File: src/rtl/ircar_pkg.sv
package ircar_pkg;
  timeunit 1ns; timeprecision 1ps;

  typedef enum logic [1:0] {
    CAR_QTR  = 2'b00,
    CAR_TRD  = 2'b01,
    CAR_HALF = 2'b10,
    CAR_OFF  = 2'b11
  } car_mode_e;

  localparam int CNT_W = 4;

  // final step index of one carrier period
  function automatic logic [CNT_W-1:0] last_step(car_mode_e m);
    case (m)
      CAR_QTR, CAR_TRD: last_step = CNT_W'(11);
      CAR_HALF:         last_step = CNT_W'(7);
      default:          last_step = CNT_W'(0);
    endcase
  endfunction

  // number of leading high steps in one period
  function automatic logic [CNT_W-1:0] high_steps(car_mode_e m);
    case (m)
      CAR_QTR:  high_steps = CNT_W'(3);
      CAR_TRD:  high_steps = CNT_W'(4);
      CAR_HALF: high_steps = CNT_W'(4);
      default:  high_steps = CNT_W'(1);
    endcase
  endfunction

  function automatic logic carrier_level(car_mode_e m, logic [CNT_W-1:0] step);
    carrier_level = (step < high_steps(m));
  endfunction
endpackage

File: src/rtl/ircar_prescale.sv
module ircar_prescale #(
  parameter int DIV = 8
) (
  input  logic clk,
  input  logic rst,
  input  logic slow_sel,
  input  logic restart,
  output logic tick
);
  timeunit 1ns; timeprecision 1ps;

  localparam int PW = (DIV > 1) ? $clog2(DIV) : 1;
  localparam logic [PW-1:0] TOP = PW'(DIV - 1);

  logic [PW-1:0] pre;

  always_ff @(posedge clk) begin
    if (rst || restart || !slow_sel) pre <= '0;
    else if (pre == TOP)             pre <= '0;
    else                             pre <= pre + PW'(1);
  end

  assign tick = !slow_sel || (pre == TOP);
endmodule

File: src/rtl/ircar_divider.sv
module ircar_divider
  import ircar_pkg::*;
(
  input  logic                 clk,
  input  logic                 rst,
  input  logic                 tick,
  input  logic                 restart,
  input  car_mode_e            pend_mode,
  output car_mode_e            act_mode,
  output logic                 wrap,
  output car_mode_e            mode_nx,
  output logic [CNT_W-1:0]     step_nx
);
  timeunit 1ns; timeprecision 1ps;

  logic [CNT_W-1:0] step;

  assign wrap = tick && (step == last_step(act_mode));

  always_comb begin
    mode_nx = act_mode;
    step_nx = step;
    if (restart || wrap) begin
      mode_nx = pend_mode;
      step_nx = '0;
    end else if (tick) begin
      step_nx = step + CNT_W'(1);
    end
  end

  always_ff @(posedge clk) begin
    if (rst) begin
      step     <= '0;
      act_mode <= CAR_QTR;
    end else begin
      step     <= step_nx;
      act_mode <= mode_nx;
    end
  end
endmodule

File: src/rtl/ircar_gen.sv
module ircar_gen
  import ircar_pkg::*;
#(
  parameter int PRESCALE = 8
) (
  input  logic       clk,
  input  logic       rst,
  input  logic       strap_slow,
  input  logic       mode_we,
  input  logic [1:0] mode_wdata,
  input  logic       tx_bit,
  output logic       rem_out
);
  timeunit 1ns; timeprecision 1ps;

  car_mode_e        pend_mode;
  car_mode_e        act_mode;
  car_mode_e        mode_nx;
  logic [CNT_W-1:0] step_nx;
  logic             tx_q;
  logic             restart;
  logic             tick;
  logic             wrap;
  logic             rem_q;

  assign restart = tx_bit && !tx_q;

  always_ff @(posedge clk) begin
    if (rst) begin
      pend_mode <= CAR_QTR;
      tx_q      <= 1'b0;
      rem_q     <= 1'b0;
    end else begin
      if (mode_we) pend_mode <= car_mode_e'(mode_wdata);
      tx_q  <= tx_bit;
      rem_q <= tx_bit && carrier_level(mode_nx, step_nx);
    end
  end

  ircar_prescale #(.DIV(PRESCALE)) u_pre (
    .clk      (clk),
    .rst      (rst),
    .slow_sel (strap_slow),
    .restart  (restart),
    .tick     (tick)
  );

  ircar_divider u_div (
    .clk       (clk),
    .rst       (rst),
    .tick      (tick),
    .restart   (restart),
    .pend_mode (pend_mode),
    .act_mode  (act_mode),
    .wrap      (wrap),
    .mode_nx   (mode_nx),
    .step_nx   (step_nx)
  );

  assign rem_out = rem_q;
endmodule

File: config.mk
export PLATFORM = sky130hd
export DESIGN_NAME = ircar_gen
export DESIGN_NICKNAME = d
export VERILOG_FILES = /design/src/rtl/ircar_pkg.sv /design/src/rtl/ircar_prescale.sv /design/src/rtl/ircar_divider.sv /design/src/rtl/ircar_gen.sv
export SDC_FILE = /design/constraint.sdc
export NUM_CORES = 1
export LEC_CHECK = 0
export BUFFER_PORTS_ARGS = -buffer_cell sky130_fd_sc_hd__buf_2
export CAP_MARGIN = 30
export CORE_ASPECT_RATIO = 1.2
export CORE_MARGIN = 8
export CORE_UTILIZATION = 35
export DETAILED_ROUTE_END_ITERATION = 6
export PLACE_DENSITY = 0.64
export SLEW_MARGIN = 20
export SYNTH_ARGS = -nofsm -noshare
export SYNTH_HDL_FRONTEND = slang
export SYNTH_SLANG_ARGS = --single-unit
File: constraint.sdc
create_clock -name clk -period 2.12 [get_ports clk]
set_clock_uncertainty 0.1 [all_clocks]
set_input_delay 0.318 -clock clk [delete_from_list [all_inputs] [get_ports clk]]
set_output_delay 0.318 -clock clk [all_outputs]
set_load 0.01 [all_outputs]
==> impl_metrics.toml, run 1 <==
[run_status]
outcome = "finished with violations"
failed_checks = "negative setup slack"

[synthesis]
synthSimpleGateAreaFrac_pct = 26.9
yosysMostFrequentCell = "dfxtp_1"
synth_compound_area_share_pct = 6.58
ys_ff_latch = 13
synth-seq-area-share_pct = 38.0
async_reset_ff_share_pct = 0
synth_nets = 84
synth_top_family_by_area = "simple AND/OR/NAND/NOR gates"
synth_ff_type = "dfxtp_1"
synth_xor_area_share_pct = 6.40
synthesis.area_sq_um = 684
muxShareOfSynthArea_pct = 10.2
synth_common_cells = "dfxtp_1, nor2_1, mux2i_1"
yosysTopAreaCell = "dfxtp_1"
syn_inst = 72
syn_area_per_cell_sq_um = 9.51
ys_warn_count = 0
synth-edff-count = 0
synth_area_leaders = "dfxtp_1, mux2i_1, ha_1"
synth_fa_ha_area_share_pct = 9.14
ys_types = 23
synth_top_area_share_pct = 38.0

[cells_and_area]
areaGrowthSynthToFinish_pct = 29.3
final_cell_count_no_fill = 110
final_util_pct = 47.8
drive_above_1_share_pct = 38.5
fin_nets = 104
finish.instance_area_sq_um = 885
n_antenna_cell = 0

[routing]
drc = 0
final_antenna_net_count = 0
routed_wl_mm = 1.42
wire_per_inst_microns = 12.9
dr.pass1.iters = 4
vias = 574
via_per_inst = 5.22
drt_iter0_markers = 20

[timing]
rsz0062_at_grt = "yes"
hold_viol_final = 0
fin_crit_sh_pct = 101
setup_viol = 1
period_minus_slack_ps = 2140
drv_slew = 0
final.setup.worst_slack_ps = -17.9
whs_ps = 181
clock.fmax_mhz = 468
worstMarginPinSlew_ps = 284
relSlewSlack_pct = 81.0

[global_routing]
grt_pass1_wl_mm = 2.40
grt_overflow_total = 0
antenna_found_initial = 0
track_usage_pct = 8.27
grt_max_degree = 12
grt_pass1_vias = 597

[floorplanning]
die_area_sq_mm = 0.00363
core_area_sq_mm = 0.00185
die_y_microns = 64.4
initial_utilization_pct = 37.0
die-width_microns = 56.4
ios = 8
num_rows = 17

[power]
cellLeakagePower_uw = 0.000396
ir_drop_mv = 0.296
p_per_area_mw_per_mm2 = 558

[worst_setup_path]
slowest_stage = "dfxtp_4"
crit_family = "compound AO/OA/AOI/OAI gates"
crit_required_ps = 2190
worst_ep_arrival_time_ps = 2210
path_cells = "and4bb_1 -> a211oi_2 -> o31ai_2 -> buf_4 -> mux2i_2 -> ha_1 -> o2111ai_1 -> o221a_1"
cp_max_fo = 6
end_kind = "flip-flop"
critPathKind = "reg -> reg"
critPathMaxStageDelay_ps = 360
critPathLaunchType = "flip-flop"
crit_buf_inv = 1

[clock_tree]
htreeDepth = 1
cts_sinks = 13
clock_latency_ps = 280
cts_tree = "done"
clkTransAtPathRegs_ps = 70
cts_root_buf = "clkbuf_4"
clockBufferDepth = 2
numCtsBuffers = 3

[worst_hold_path]
hold_path.class = "in -> reg"

[place]
port_buffers = 7
placed_cell_area_sq_um = 813
hpwl_mm = 1.11
place.gp.congestion = 0.782
placed_cells = 103

[job]
maxCapViolCount = 0
==> routing by layer <==
metal  vias up  track usage, %  share of wire (%)
met5         -               0                  0
met4         0            7.53                3.3
met3         5            1.36                3.0
met2         9            14.2                 52
met1       266            8.40                 41
li1        294               -                  -
==> layout by cell type, fill, tap and decap left out <==
cell type  count
a211oi_2       1
mux2i_1        6
o2111ai_1      1
nor2b_1        3
nor4_1         1
mux2i_2        1
or4_1          1
ha_4           2
nor3_1         5
nand2b_1       2
and4bb_1       2
nor2_1        10
clkbuf_4       3
nor3b_1        1
o31ai_2        1
clkbuf_1       1
and2_1         3
nor3_2         1
dfxtp_4        1
buf_4         11
dfxtp_1        5
ha_1           3
nand2_1        4
xnor2_1        1
o221a_1        1
a21oi_1        1
dfxtp_2        7
buf_2          7
nand3_1        1
xor2_1         4
==> timing repair <==
| action | CTS | global route |
|---|---|---|
| setup endpoints to repair | 1 | 1 |
| pin swaps | 1 | 1 |
| setup buffers | 2 | 1 |
| endpoints found under the hold margin | 0 | 0 |
| resized for setup | 4 | 5 |
| hold buffers | 0 | 0 |
| cloned | 0 | 0 |
==> sequential cells by signal (all words and copies together), names as in the netlist <==
signal,count
pend_mode,2
rem_out,1
tx_q,1
u_div.act_mode,2
u_div.step,4
u_pre.pre,3
==> kinds of logic after synthesis <==
logic type / count (synthesis)
AOI/OAI and AO/OA: 5
and+or+nand+nor: 34
muxes: 7
adders and majority gates: 5
buffers and inverters: 3
xor gates and xnor gates: 5
DFF: 13
==> final cells by class <==
cell class / instances / area [sq um]
fill: 183 / 966
multi-input combinational: 56 / 444
clock buffer: 4 / 26.3
sequential: 13 / 273
tap: 19 / 23.8
timing repair buffer: 18 / 118
==> per-stage QoR <==
| step | total power, uW | TNS (ps) | worst slack (ps) |
|---|---|---|---|
| 2_1_floorplan | 314 | 0 | 15.5 |
| 3_3_place_gp | 335 | -59.7 | -59.7 |
| 3_5_place_dp | 338 | -160 | -160 |
| 4_1_cts | 502 | 0 | 0.0639 |
| 5_1_grt | 522 | -127 | -127 |
| 6_report | 493 | -17.9 | -17.9 |
==> final timing paths <==
| kind | start | slack, ps | endpoint | depth (start not counted) |
|---|---|---|---|---|
| min | mode_wdata[0] | 180 | pend_mode[0] | 3 |
| max reg2reg | u_div.act_mode[1] | -20 | rem_out | 8 |
| min reg2reg | u_pre.pre[0] | 330 | u_pre.pre[0] | 1 |
| max | u_div.act_mode[1] | -20 | rem_out | 8 |
==> worst reg2reg max path: stages, from the launching register on <==
cell	delay, ps
dfxtp_4	360
and4bb_1	210
a211oi_2	280
o31ai_2	110
buf_4	170
mux2i_2	140
ha_1	310
o2111ai_1	120
o221a_1	230
==> report_power, final <==
group          leakage (uW)  switching (uW)  total (uW)  internal, uW
sequential         0.000110            7.68         261           253
combinational      0.000270            38.3        78.6          40.2
clock             0.0000150            80.5         154          73.1
(Power assumes the default switching activity.)
==> run 2, diff against run 1 <==
SYNTH_HIERARCHICAL = 1   (was not set)
==> impl_metrics.toml, run 2 <==
[worst_setup_path]
critPathKind = "reg -> reg"
end_kind = "flip-flop"
crit_path_start = "u_div/act_mode[1]"
crit_path_end = "rem_out"
r2r_end = "rem_out"
r2r_slack_ps = -130
crit_required_ps = 2190
r2r_cells = 11
worst_ep_arrival_time_ps = 2320
cp_max_fo = 4
rr_startpoint = "u_div/act_mode[1]"
critPathLaunchType = "flip-flop"

[clock_tree]
numCtsBuffers = 3
clock_latency_ps = 270
cts_tree = "done"
htreeDepth = 1
cts_sinks = 13
clkTransAtPathRegs_ps = 80
hold_buffers = 0
post_cts_buffers = 0
clockBufferDepth = 2
cts_root_buf = "clkbuf_4"

[global_routing]
track_usage_pct = 8.99
grt_pass1_wl_mm = 2.59
grt_max_degree = 10
grt_pass1_vias = 606
antenna_found_initial = 0
grt_overflow_total = 0

[synthesis]
syn_area_per_cell_sq_um = 10.0
synth_nets = 85
synthesis.area_sq_um = 722
ys_warn_count = 6
syn_inst = 72

[cells_and_area]
largest_reg_flops = 4
n_fill_cell = 180
finish.instance_area_sq_mm = 0.00100
final_util_pct = 50.0
areaGrowthSynthToFinish_pct = 38.8
layout_common_cells = "buf_4, nor2_1, dfxtp_1"
layout_commonest_cell = "buf_4"
drive_above_1_share_pct = 50.0
regMostFlops = "u_div/step"
reg_top3 = "u_div/step x4, u_pre/pre x3"
n_antenna_cell = 0
final_cell_count_no_fill = 116
fin_nets = 110

[timing]
whs_ps = 182
fin_crit_sh_pct = 106
worstMarginPinSlew_ps = 464
setup_tns_ps = -128
relSlewSlack_pct = 68.8
rsz0062_at_grt = "yes"
final.setup.worst_slack_ps = -128
setup_viol = 1
hold_viol_final = 0
period_minus_slack_ps = 2250
drv_slew = 0
clock.fmax_mhz = 445

[run_status]
outcome = "finished with violations"
failed_checks = "negative setup slack"

[routing]
wire_per_inst_microns = 12.0
vias = 540
dr.pass1.iters = 2
drc = 0
via_per_inst = 4.66
routed_wl_mm = 1.40
drt_iter0_markers = 6
final_antenna_net_count = 0

[place]
placed_cell_area_sq_um = 950
place.gp.congestion = 0.779
hpwl_mm = 1.16
placed_cells = 112
port_buffers = 7

[floorplanning]
core_area_sq_mm = 0.00200
initial_utilization_pct = 36.0
die-width_microns = 57.5
die_area_sq_mm = 0.00378
die_y_microns = 65.8
ios = 8
num_rows = 18

[power]
ir_drop_mv = 0.337
cellLeakagePower_uw = 0.000440
p_per_area_mw_per_mm2 = 507

[job]
maxCapViolCount = 0

[worst_hold_path]
hold_path.class = "in -> reg"
[run 2: worst min-delay path by stage]
stage	endpoint	cells past startpoint	from	slack, ps
floorplan	pend_mode[0]	1	rst	290
global placement	u_div/act_mode[0]	2	pend_mode[0]	390
detailed placement	u_div/act_mode[1]	2	pend_mode[1]	390
CTS	pend_mode[1]	3	mode_wdata[1]	180
global route	pend_mode[1]	3	mode_wdata[1]	210
finish	pend_mode[1]	3	mode_wdata[1]	180
[run 2: stage by stage]
stage	setup slack, ps	total power [uW]
final	-128	509
after global routing	-215	539
after CTS	-129	517
after detailed placement	-195	359
after global placement	-147	355
after floorplan	-149	323
[run 2: cell type report]
class                           instances  area, sq um  area share [%]
Clock buffer                            4         26.3            2.62
Tap cell                               20         25.0            2.50
Sequential cell                        13          267            26.6
Inverter                                5         21.3            2.12
Multi-Input combinational cell         54          531            52.9
Timing Repair Buffer                   20          133            13.2
[run 2: what timing repair did]
| action | in CTS | in global routing |
|---|---|---|
| gates resized for setup | 3 | 1 |
| pin swaps | 4 | 0 |
| endpoints found under the setup margin | 1 | 1 |
[run 2: worst max-delay path, stage by stage, from the launching register on]
cell      delay, ps
dfxtp_2         330
nor2b_4         120
mux2_4          270
a31oi_4         190
o21bai_4        100
mux2_4          210
inv_2            40
ha_4            260
inv_2            40
ha_4            240
o21ai_1          50
o211a_1         190
[run 2: power breakdown]
group	switching [uW]	internal, uW	leakage [uW]
clock	79.6	72.9	0.0000150
sequential	7.21	254	0.000109
combinational	44.3	50.8	0.000316
total	131	377	0.000440
[run 2: routing by layer]
metal	vias up	global-route usage, %	part of all wire [%]
li1	290	-	-
met1	241	8.85	42
met2	5	16.2	54
met3	4	1.95	1.9
met4	0	6.58	2.1
met5	-	0	0
